### config.mk
export PLATFORM = sky130hd
export DESIGN_NAME = i2c_stretch_bridge
export DESIGN_NICKNAME = d
export VERILOG_FILES = /design/src/rtl/i2c_bridge_pkg.sv /design/src/rtl/i2c_line_sync.sv /design/src/rtl/i2c_cond_detect.sv /design/src/rtl/i2c_bridge_fsm.sv /design/src/rtl/i2c_stretch_bridge.sv
export SDC_FILE = /design/constraint.sdc
export NUM_CORES = 1
export LEC_CHECK = 0
export BUFFER_PORTS_ARGS = -buffer_cell sky130_fd_sc_hd__buf_2
export CORE_ASPECT_RATIO = 1.1
export CORE_MARGIN = 5
export CORE_UTILIZATION = 37
export DETAILED_ROUTE_END_ITERATION = 8
export PLACE_DENSITY = 0.52
export SETUP_SLACK_MARGIN = 0.15
export SLEW_MARGIN = 10
export SYNTH_ARGS = -nofsm -noshare
export SYNTH_HDL_FRONTEND = slang
export SYNTH_SLANG_ARGS = --single-unit
### constraint.sdc
create_clock -name clk -period 2.2 [get_ports clk]
set_clock_uncertainty 0.2 [all_clocks]
set_input_delay 0.33 -clock clk [delete_from_list [all_inputs] [get_ports clk]]
set_output_delay 0.33 -clock clk [all_outputs]
set_load 0.02 [all_outputs]
### src/rtl/i2c_bridge_pkg.sv
package i2c_bridge_pkg;

    typedef enum logic [2:0] {
        ST_IDLE,
        ST_RECV,
        ST_WAIT_FALL,
        ST_OFFER,
        ST_WAIT_RESP,
        ST_SETTLE,
        ST_PARK
    } br_state_e;

    typedef struct packed {
        logic scl;
        logic sda;
        logic scl_rise;
        logic scl_fall;
        logic start;
        logic stop;
    } bus_evt_t;

    localparam int BYTE_BITS = 8;

    function automatic logic addr_hit(input logic [BYTE_BITS-1:0] b, input logic [6:0] a);
        return b[BYTE_BITS-1:1] == a;
    endfunction

endpackage

### src/rtl/i2c_line_sync.sv
module i2c_line_sync #(
    parameter int STAGES = 2
) (
    input  logic clk,
    input  logic rst,
    input  logic d_i,
    output logic q_o
);
    logic [STAGES-1:0] chain;

    always_ff @(posedge clk) begin
        if (rst) chain <= '1;
        else     chain <= {chain[STAGES-2:0], d_i};
    end

    assign q_o = chain[STAGES-1];
endmodule

### src/rtl/i2c_cond_detect.sv
module i2c_cond_detect
    import i2c_bridge_pkg::*;
(
    input  logic     clk,
    input  logic     rst,
    input  logic     scl_s,
    input  logic     sda_s,
    output bus_evt_t evt_o
);
    logic scl_q, sda_q;

    always_ff @(posedge clk) begin
        if (rst) begin
            scl_q <= 1'b1;
            sda_q <= 1'b1;
        end else begin
            scl_q <= scl_s;
            sda_q <= sda_s;
        end
    end

    always_comb begin
        evt_o.scl      = scl_s;
        evt_o.sda      = sda_s;
        evt_o.scl_rise = scl_s & ~scl_q;
        evt_o.scl_fall = ~scl_s & scl_q;
        evt_o.start    = scl_s & scl_q & sda_q & ~sda_s;
        evt_o.stop     = scl_s & scl_q & ~sda_q & sda_s;
    end
endmodule

### src/rtl/i2c_bridge_fsm.sv
module i2c_bridge_fsm
    import i2c_bridge_pkg::*;
#(
    parameter logic [6:0] TARGET_ADDR = 7'h2A,
    parameter int         SETTLE      = 4
) (
    input  logic                 clk,
    input  logic                 rst,
    input  bus_evt_t             evt_i,
    output logic                 scl_pull_o,
    output logic                 sda_pull_o,
    output logic                 byte_valid_o,
    input  logic                 byte_ready_i,
    output logic [BYTE_BITS-1:0] byte_data_o,
    output logic                 byte_first_o,
    input  logic                 resp_valid_i,
    input  logic                 resp_ack_i
);
    localparam int CW = $clog2(SETTLE + 1);
    localparam int BW = $clog2(BYTE_BITS);
    localparam logic [CW-1:0] SETTLE_LAST = CW'(SETTLE - 1);
    localparam logic [BW-1:0] BIT_LAST    = BW'(BYTE_BITS - 1);

    br_state_e            state;
    logic [BYTE_BITS-1:0] shreg;
    logic [BW-1:0]        bitcnt;
    logic [CW-1:0]        wait_cnt;
    logic                 first;
    logic                 acked;

    always_ff @(posedge clk) begin
        if (rst) begin
            state        <= ST_IDLE;
            shreg        <= '0;
            bitcnt       <= '0;
            wait_cnt     <= '0;
            first        <= 1'b1;
            acked        <= 1'b0;
            scl_pull_o   <= 1'b0;
            sda_pull_o   <= 1'b0;
            byte_valid_o <= 1'b0;
        end else if (evt_i.stop || evt_i.start) begin
            state        <= evt_i.start ? ST_RECV : ST_IDLE;
            bitcnt       <= '0;
            first        <= 1'b1;
            scl_pull_o   <= 1'b0;
            sda_pull_o   <= 1'b0;
            byte_valid_o <= 1'b0;
        end else begin
            unique case (state)
                ST_RECV: if (evt_i.scl_rise) begin
                    shreg <= {shreg[BYTE_BITS-2:0], evt_i.sda};
                    if (bitcnt == BIT_LAST) begin
                        bitcnt <= '0;
                        state  <= ST_WAIT_FALL;
                    end else begin
                        bitcnt <= bitcnt + 1'b1;
                    end
                end
                ST_WAIT_FALL: if (evt_i.scl_fall) begin
                    if (first && !addr_hit(shreg, TARGET_ADDR)) begin
                        state <= ST_IDLE;
                    end else begin
                        scl_pull_o   <= 1'b1;
                        byte_valid_o <= 1'b1;
                        state        <= ST_OFFER;
                    end
                end
                ST_OFFER: if (byte_ready_i) begin
                    byte_valid_o <= 1'b0;
                    state        <= ST_WAIT_RESP;
                end
                ST_WAIT_RESP: if (resp_valid_i) begin
                    acked <= resp_ack_i;
                    if (resp_ack_i) begin
                        sda_pull_o <= 1'b1;
                        wait_cnt   <= '0;
                        state      <= ST_SETTLE;
                    end else begin
                        scl_pull_o <= 1'b0;
                        state      <= ST_PARK;
                    end
                end
                ST_SETTLE: begin
                    if (wait_cnt == SETTLE_LAST) begin
                        scl_pull_o <= 1'b0;
                        state      <= ST_PARK;
                    end else begin
                        wait_cnt <= wait_cnt + 1'b1;
                    end
                end
                ST_PARK: if (evt_i.scl_fall) begin
                    sda_pull_o <= 1'b0;
                    first      <= 1'b0;
                    state      <= acked ? ST_RECV : ST_IDLE;
                end
                default: ;
            endcase
        end
    end

    assign byte_data_o  = shreg;
    assign byte_first_o = first;
endmodule

### src/rtl/i2c_stretch_bridge.sv
module i2c_stretch_bridge
    import i2c_bridge_pkg::*;
#(
    parameter logic [6:0] TARGET_ADDR = 7'h2A,
    parameter int         SETTLE      = 4,
    parameter int         SYNC_STAGES = 2
) (
    input  logic       clk,
    input  logic       rst,
    input  logic       scl_i,
    input  logic       sda_i,
    output logic       scl_pull_o,
    output logic       sda_pull_o,
    output logic       byte_valid_o,
    input  logic       byte_ready_i,
    output logic [7:0] byte_data_o,
    output logic       byte_first_o,
    input  logic       resp_valid_i,
    input  logic       resp_ack_i
);
    logic     scl_s, sda_s;
    bus_evt_t evt;

    i2c_line_sync #(.STAGES(SYNC_STAGES)) u_scl_sync (
        .clk(clk), .rst(rst), .d_i(scl_i), .q_o(scl_s)
    );
    i2c_line_sync #(.STAGES(SYNC_STAGES)) u_sda_sync (
        .clk(clk), .rst(rst), .d_i(sda_i), .q_o(sda_s)
    );

    i2c_cond_detect u_detect (
        .clk(clk), .rst(rst), .scl_s(scl_s), .sda_s(sda_s), .evt_o(evt)
    );

    i2c_bridge_fsm #(.TARGET_ADDR(TARGET_ADDR), .SETTLE(SETTLE)) u_fsm (
        .clk          (clk),
        .rst          (rst),
        .evt_i        (evt),
        .scl_pull_o   (scl_pull_o),
        .sda_pull_o   (sda_pull_o),
        .byte_valid_o (byte_valid_o),
        .byte_ready_i (byte_ready_i),
        .byte_data_o  (byte_data_o),
        .byte_first_o (byte_first_o),
        .resp_valid_i (resp_valid_i),
        .resp_ack_i   (resp_ack_i)
    );
endmodule

== Word level (Yosys, flattened, before mapping) ==
Index checks and enable logic that the tools add are counted.

* Add/sub/neg operators: 2
* Equal/unequal tests: 25
* Mux-type cells: 30
* Bitwise logic cells: 12
* Reductions and logical operators: 18

{| class="wikitable"
|+ Operators by type and width
! cell !! number
|-
| 2-to-1 mux 3 bit || 12
|-
| one-hot mux 3 bit (6 select lines) || 1
|-
| != test 2 bit (second input constant) || 8
|-
| != test 3 x 2 -> 1 bit (second input constant) || 5
|-
| equality test 3 bit (second input constant) || 4
|-
| 2-to-1 mux 1 bit || 11
|-
| equality test 3 x 2 -> 1 bit (second input constant) || 3
|-
| AND reduction 4 bit || 2
|-
| AND reduction 8 bit || 1
|-
| AND 1 bit || 7
|-
| equality test 7 x 6 -> 1 bit (second input constant) || 1
|-
| nonzero test 7 bit || 1
|-
| adder 3 x 1 -> 3 bit (second input constant) || 2
|-
| != test 3 x 1 -> 1 bit (second input constant) || 2
|-
| one-hot mux 3 bit (2 select lines) || 1
|-
| AND reduction 3 bit || 2
|-
| AND reduction 6 bit || 1
|-
| nonzero test 2 bit || 3
|-
| inverter 1 bit || 5
|-
| AND reduction 5 bit || 1
|-
| 2-to-1 mux 2 bit || 2
|-
| one-hot mux 1 bit (2 select lines) || 2
|-
| AND reduction 2 bit || 2
|-
| equality test 3 x 1 -> 1 bit (second input constant) || 1
|-
| 7 further kinds || 7
|}

* Bits in registers: 28
* Word-level logic and storage cells: 100

== Logic depth before layout (Yosys ltp) ==
* Word-level depth: 7
* Gate-level depth with buffers: 7

== Hierarchy ==
From an unflattened synthesis, not the netlist that was laid out.

* Cell total of the unflattened synthesis: 146
* Area total of the unflattened synthesis: 1317.5 µm²

{| class="wikitable"
|+ By module, submodules not included
! module !! times used !! cells an instance !! area an instance (µm²)
|-
| i2c_bridge_fsm || 1 || 128 || 1112.3
|-
| i2c_line_sync || 2 || 4 || 52.6
|-
| i2c_cond_detect || 1 || 10 || 100.1
|}

== Worst setup path before layout ==
No wires, ideal clock.

* Path type: reg2reg
* From: register u_fsm.bitcnt[0]
* To: register u_fsm.state[1]
* Library setup time: 0.132 ns
* Data arrival time: 1.547 ns
* Data required time: 1.868 ns
* Setup slack: 0.321 ns
* Stages on the path, launching flop included: 8
* Buffers on the path: 0
* Period minus slack after synthesis: 1.879 ns
* Cells stage by stage: dfxtp_1 > ha_1 > ha_1 > and3b_1 > o21ai_0 > a221o_1 > a2111oi_2 > a211oi_1

* Word-level cells in the longest chain between the ends: 3

{| class="wikitable"
|+ RTL lines
! what !! RTL line !! RTL
|-
| start: declaration || i2c_bridge_fsm.sv:26 || <nowiki>logic [BW-1:0] bitcnt;</nowiki>
|-
| start signal: assignment || i2c_bridge_fsm.sv:57 || <nowiki>bitcnt <= bitcnt + 1'b1;</nowiki>
|-
| equality test 3 bit || i2c_bridge_fsm.sv:53 || <nowiki>if (bitcnt == BIT_LAST) begin</nowiki>
|-
| != test 3 x 1 -> 1 bit (no source line) || -- ||
|-
| AND reduction 8 bit (no source line) || -- ||
|-
| end signal: assignment || i2c_bridge_fsm.sv:43 || <nowiki>state <= evt_i.start ? ST_RECV : ST_IDLE;</nowiki>
|-
| end signal: assignment || i2c_bridge_fsm.sv:95 || <nowiki>state <= acked ? ST_RECV : ST_IDLE;</nowiki>
|-
| end: declaration || i2c_bridge_fsm.sv:24 || <nowiki>br_state_e state;</nowiki>
|}

No other way between the ends.
A chain may end at the register's enable or synchronous reset.

== Worst setup path after layout ==
* From: register u_fsm.wait_cnt[0]
* To: register u_fsm.state[1]

* Word-level cells in the longest chain between the ends: 3

{| class="wikitable"
|+ RTL lines
! what !! RTL line !! RTL
|-
| start: declaration || i2c_bridge_fsm.sv:27 || <nowiki>logic [CW-1:0] wait_cnt;</nowiki>
|-
| start signal: assignment || i2c_bridge_fsm.sv:89 || <nowiki>wait_cnt <= wait_cnt + 1'b1;</nowiki>
|-
| equality test 3 x 2 -> 1 bit || i2c_bridge_fsm.sv:85 || <nowiki>if (wait_cnt == SETTLE_LAST) begin</nowiki>
|-
| != test 3 x 1 -> 1 bit (no source line) || -- ||
|-
| AND reduction 8 bit (no source line) || -- ||
|}

No other way between the ends.

==> summary.log <==
[yosys] dominant combinational cell family by area after synthesis simple AND/OR/NAND/NOR gates
[placement] sum of net half-perimeters after detailed placement 2000 um
[drt] routed wire length 2760 um
[clock_network] total CTS buffers 3
[pwr] post-layout power 0.797 mW
[pwr] total leakage power 0.603 nW
[placement] gp weighted congestion 0.919
[yosys] area share of fa/ha/maj cells after synthesis 3.80%
[clock_network] H-tree levels 1
[placement] count of port buffers added during placement 18
[sta] Worst Max-Slew Pin Slew 438 ps
[hold_path] Worst Hold Endpoint u_fsm.state[2]
[die] placeable core area 3390 sq um
[finish] share of cells above drive strength 1 28.3%
[drt] number of nets with antenna violations after routing 0
[yosys] Avg Inst Size Synth 9.56 sq um
[global_routing] GR Util All Layers 12.2%
[drt] total via count after detailed routing 1006
[sta] Setup Total Neg Slack 0 ps
[pwr] total power per unit cell area 510 nW/um^2
[finish] n_diodes 0
[hold_path] number of instances on the worst hold path 3
[die] DIE AREA 4860 sq um
[worst_setup_path] capture instance of the worst register-to-register path u_fsm.state[1]
[worst_setup_path] startpoint class of the critical path register
[die] total I/O pin count 19
[sta] worst max-slew margin expressed relative to the limit 70.7%
[clock_network] clock-pin transition on the worst setup and hold timing paths 150 ps
[drt] post-detailed-route DRC marker count 0
[yosys] share of the synthesized area in compound gates (AO/OA/AOI/OAI) 12.0%
[yosys] count of warnings emitted by yosys 0
[yosys] post-synthesis xor/xnor area fraction 0.664%
[die] Die X-Extent 66.9 um
[clock_network] number of buffers on the longest clock path 2
[drt] via density per instance 4.86
[global_routing] vias in the first global route 977
[yosys] fraction of synthesized area in multiplexers 12.2%
[worst_setup_path] class of the most critical setup path register to register
[run] number of max-cap violations 0
[yosys] Syn Nets 149
[sta] endpoints failing hold 0
[sta] final-report max-slew violation count 0
[yosys] Synth Area in Simple Gates 23.1%
[die] Starting Density 39.0%
[yosys] distinct cell type count after synthesis 39
[sta] crit path time final 1960 ps
[global_routing] first-pass GRT wire length 4550 um
[yosys] cell count after synthesis 138
[worst_setup_path] reg-to-reg setup timing slack 240 ps
[sta] unrepaired setup endpoints after global routing yes
[worst_setup_path] r2r startpoint u_fsm.wait_cnt[0]
[worst_setup_path] CP endpoint kind register
[global_routing] largest net degree at the start of global routing 22
[finish] layout net count 171
[clock_network] clk root buf sky130_fd_sc_hd__clkbuf_4
[worst_setup_path] data arrival time at the worst-slack endpoint 2020 ps
[drt] Routed WL per cell 13.3 um
[yosys] proportion of synthesized chip area in sequential cells 42.5%
[yosys] Netlist Area Pre-Place 1320 sq um
[run_status] status completed
[sta] final cycle utilization of the critical path 89.2%
[hold_path] type of the worst min-delay path primary input to register
[clock_network] number of sinks handled by clock tree synthesis 28
[worst_setup_path] path depth of the worst reg2reg path 7
[die] floorplan row count 22
[sta] final setup vio count 0
[global_routing] Remaining Overflow, GRT 0
[pwr] worst-case vdd ir drop 0.000298 V
[clock_network] clock tree from TritonCTS built
[sta] Fmax 509 MHz
[worst_setup_path] largest fanout on the critical path 4
[finish] signed area change from the synthesized netlist to the final layout 18.6%
[hold_path] startpoint of the tightest hold check path byte_ready_i
[die] die height 72.6 um
[sta] Worst Slack Setup Final 237 ps
[drt] first-pass iteration count of the detailed router 4
[global_routing] number of antenna violations at the first check in global routing 0
[clock_network] Clk Latency, worst-skew pair 320 ps
[worst_setup_path] required time of the critical path 2260 ps
[drt] Starting DRT DRC Count 29
[yosys] synthesis-stage register bit count 28
[placement] post-placement worst setup slack 169 ps
## sequential cells by signal, indices dropped and copies added (netlist names)
signal / count
u_scl_sync.chain: 2
u_fsm.state: 3
u_fsm.byte_data_o: 8
u_fsm.scl_pull_o: 1
u_detect.sda_q: 1
u_fsm.wait_cnt: 3
u_fsm.bitcnt: 3
u_fsm.acked: 1
u_sda_sync.chain: 2
u_fsm.byte_valid_o: 1
u_fsm.sda_pull_o: 1
u_detect.scl_q: 1
u_fsm.byte_first_o: 1
## per-stage QoR
stage	utilization, %	hold slack, ps	cells	instance area, sq um
6_report	46.2	141	207	1560
5_1_grt	46.2	127	207	1560
4_1_cts	44.3	132	205	1500
3_5_place_dp	42.4	193	198	1440
3_3_place_gp	42.4	193	198	1440
2_1_floorplan	-	189	138	1320
## worst max-delay path by stage
stage	startpoint	end	slack, ps	cells after the start
4_1_cts	u_fsm.bitcnt[0]	u_fsm.state[1]	170	7
6_report	u_fsm.wait_cnt[0]	u_fsm.state[1]	240	7
2_1_floorplan	u_fsm.bitcnt[0]	u_fsm.state[1]	320	7
5_1_grt	u_fsm.bitcnt[0]	u_fsm.state[1]	110	7
3_3_place_gp	u_fsm.wait_cnt[0]	u_fsm.state[1]	210	7
3_5_place_dp	u_fsm.wait_cnt[0]	u_fsm.state[1]	170	7
## critical path: stages (launching register included)
cell and delay [ps]:
sky130_fd_sc_hd__dfxtp_2 370, sky130_fd_sc_hd__ha_4 160, sky130_fd_sc_hd__ha_4 150, sky130_fd_sc_hd__or3b_1 380, sky130_fd_sc_hd__a21oi_2 140, sky130_fd_sc_hd__a221o_1 230, sky130_fd_sc_hd__a2111oi_4 60, sky130_fd_sc_hd__a211oi_2 220
## synth_stat cells
cell type	n	share of area [%]
sky130_fd_sc_hd__nand4b_1	1	0.66
sky130_fd_sc_hd__and4bb_2	1	0.95
sky130_fd_sc_hd__o21ai_0	2	0.76
sky130_fd_sc_hd__a2111oi_2	1	1.1
sky130_fd_sc_hd__a21o_1	1	0.57
sky130_fd_sc_hd__and3_1	1	0.47
sky130_fd_sc_hd__a211oi_1	2	1.1
sky130_fd_sc_hd__nand4_1	1	0.47
sky130_fd_sc_hd__o21ai_1	1	0.38
sky130_fd_sc_hd__nor3b_1	2	1.1
sky130_fd_sc_hd__nand3_1	4	1.5
sky130_fd_sc_hd__a221o_1	1	0.76
sky130_fd_sc_hd__a31oi_1	2	0.95
sky130_fd_sc_hd__a2111oi_4	1	2.1
sky130_fd_sc_hd__a21oi_1	6	2.3
sky130_fd_sc_hd__clkbuf_1	4	1.1
sky130_fd_sc_hd__inv_2	1	0.28
sky130_fd_sc_hd__buf_4	1	0.57
sky130_fd_sc_hd__o2bb2ai_1	1	0.66
sky130_fd_sc_hd__a221oi_1	1	0.66
sky130_fd_sc_hd__dfxtp_1	28	43
sky130_fd_sc_hd__inv_1	4	1.1
sky130_fd_sc_hd__or3b_1	2	1.3
sky130_fd_sc_hd__buf_2	2	0.76
sky130_fd_sc_hd__ha_1	4	3.8
sky130_fd_sc_hd__nor2_1	18	5.1
sky130_fd_sc_hd__mux2_2	1	0.85
sky130_fd_sc_hd__nand2_1	8	2.3
sky130_fd_sc_hd__a22o_1	1	0.66
sky130_fd_sc_hd__nor2b_1	3	1.4
sky130_fd_sc_hd__and4bb_1	1	0.95
sky130_fd_sc_hd__nand2b_1	3	1.4
sky130_fd_sc_hd__mux2i_1	15	11
sky130_fd_sc_hd__or2_2	6	2.8
sky130_fd_sc_hd__and2b_1	2	1.1
sky130_fd_sc_hd__and4b_1	1	0.76
sky130_fd_sc_hd__and3b_1	1	0.66
sky130_fd_sc_hd__buf_6	2	1.7
sky130_fd_sc_hd__xor2_1	1	0.66
## routing by layer
metal  up-vias  global-route usage (%)  wire length, um
li1        518                       -                -
met1       464                    15.1             1270
met2        20                    19.8             1350
met3         4                    2.77               99
met4         0                    5.86               40
met5         -                       0                0
## where the power goes
part           switching, mW  internal [mW]  leakage [nW]
clock                  0.145          0.101        0.0210
sequential           0.00350          0.512         0.228
combinational         0.0203         0.0156         0.354
total                  0.169          0.628         0.603
## timing repair
action | CTS | global route
setup buffers | 1 | 2
endpoints found under the setup margin | 1 | 4
hold buffers | 2 | 0
gates resized for setup | 0 | 9
hold endpoints to repair | 2 | 0
pin swaps | 1 | 7
## area by class of cell
cell class	count	area, sq um
fillers	346	1820
multi-input cells	96	731
flip-flops and latches	28	563
repair buffers	26	155
well taps	48	60.1
clock buffers	4	36.3
inverters	5	18.8
## kinds of logic (layout without fill, tap and decap cells)
family	after synthesis	in the layout
and+or+nand+nor	55	55
DFF	28	28
AOI/OAI and AO/OA	20	20
muxes	16	16
buffers and inverters	14	35
adders and majority gates	4	4
xor gates and xnor gates	1	1
## layout by cell type (no fill, tap or decap), types with 2 or more instances in the layout
master	count
sky130_fd_sc_hd__ha_4	2
sky130_fd_sc_hd__or2_2	6
sky130_fd_sc_hd__mux2i_1	15
sky130_fd_sc_hd__a31oi_1	2
sky130_fd_sc_hd__nor2_1	18
sky130_fd_sc_hd__inv_1	4
sky130_fd_sc_hd__nor3b_1	2
sky130_fd_sc_hd__nor2b_1	3
sky130_fd_sc_hd__or3b_1	2
sky130_fd_sc_hd__a21oi_1	5
sky130_fd_sc_hd__clkbuf_4	3
sky130_fd_sc_hd__dfxtp_1	26
sky130_fd_sc_hd__ha_1	2
sky130_fd_sc_hd__buf_4	6
sky130_fd_sc_hd__dfxtp_2	2
sky130_fd_sc_hd__nand3_1	4
sky130_fd_sc_hd__a2111oi_4	2
sky130_fd_sc_hd__and2b_1	2
sky130_fd_sc_hd__o21ai_0	2
sky130_fd_sc_hd__dlygate4sd3_1	2
sky130_fd_sc_hd__nand2b_1	3
sky130_fd_sc_hd__buf_2	18
sky130_fd_sc_hd__nand2_1	8
Note: power is estimated with default switching activity, not from simulation.
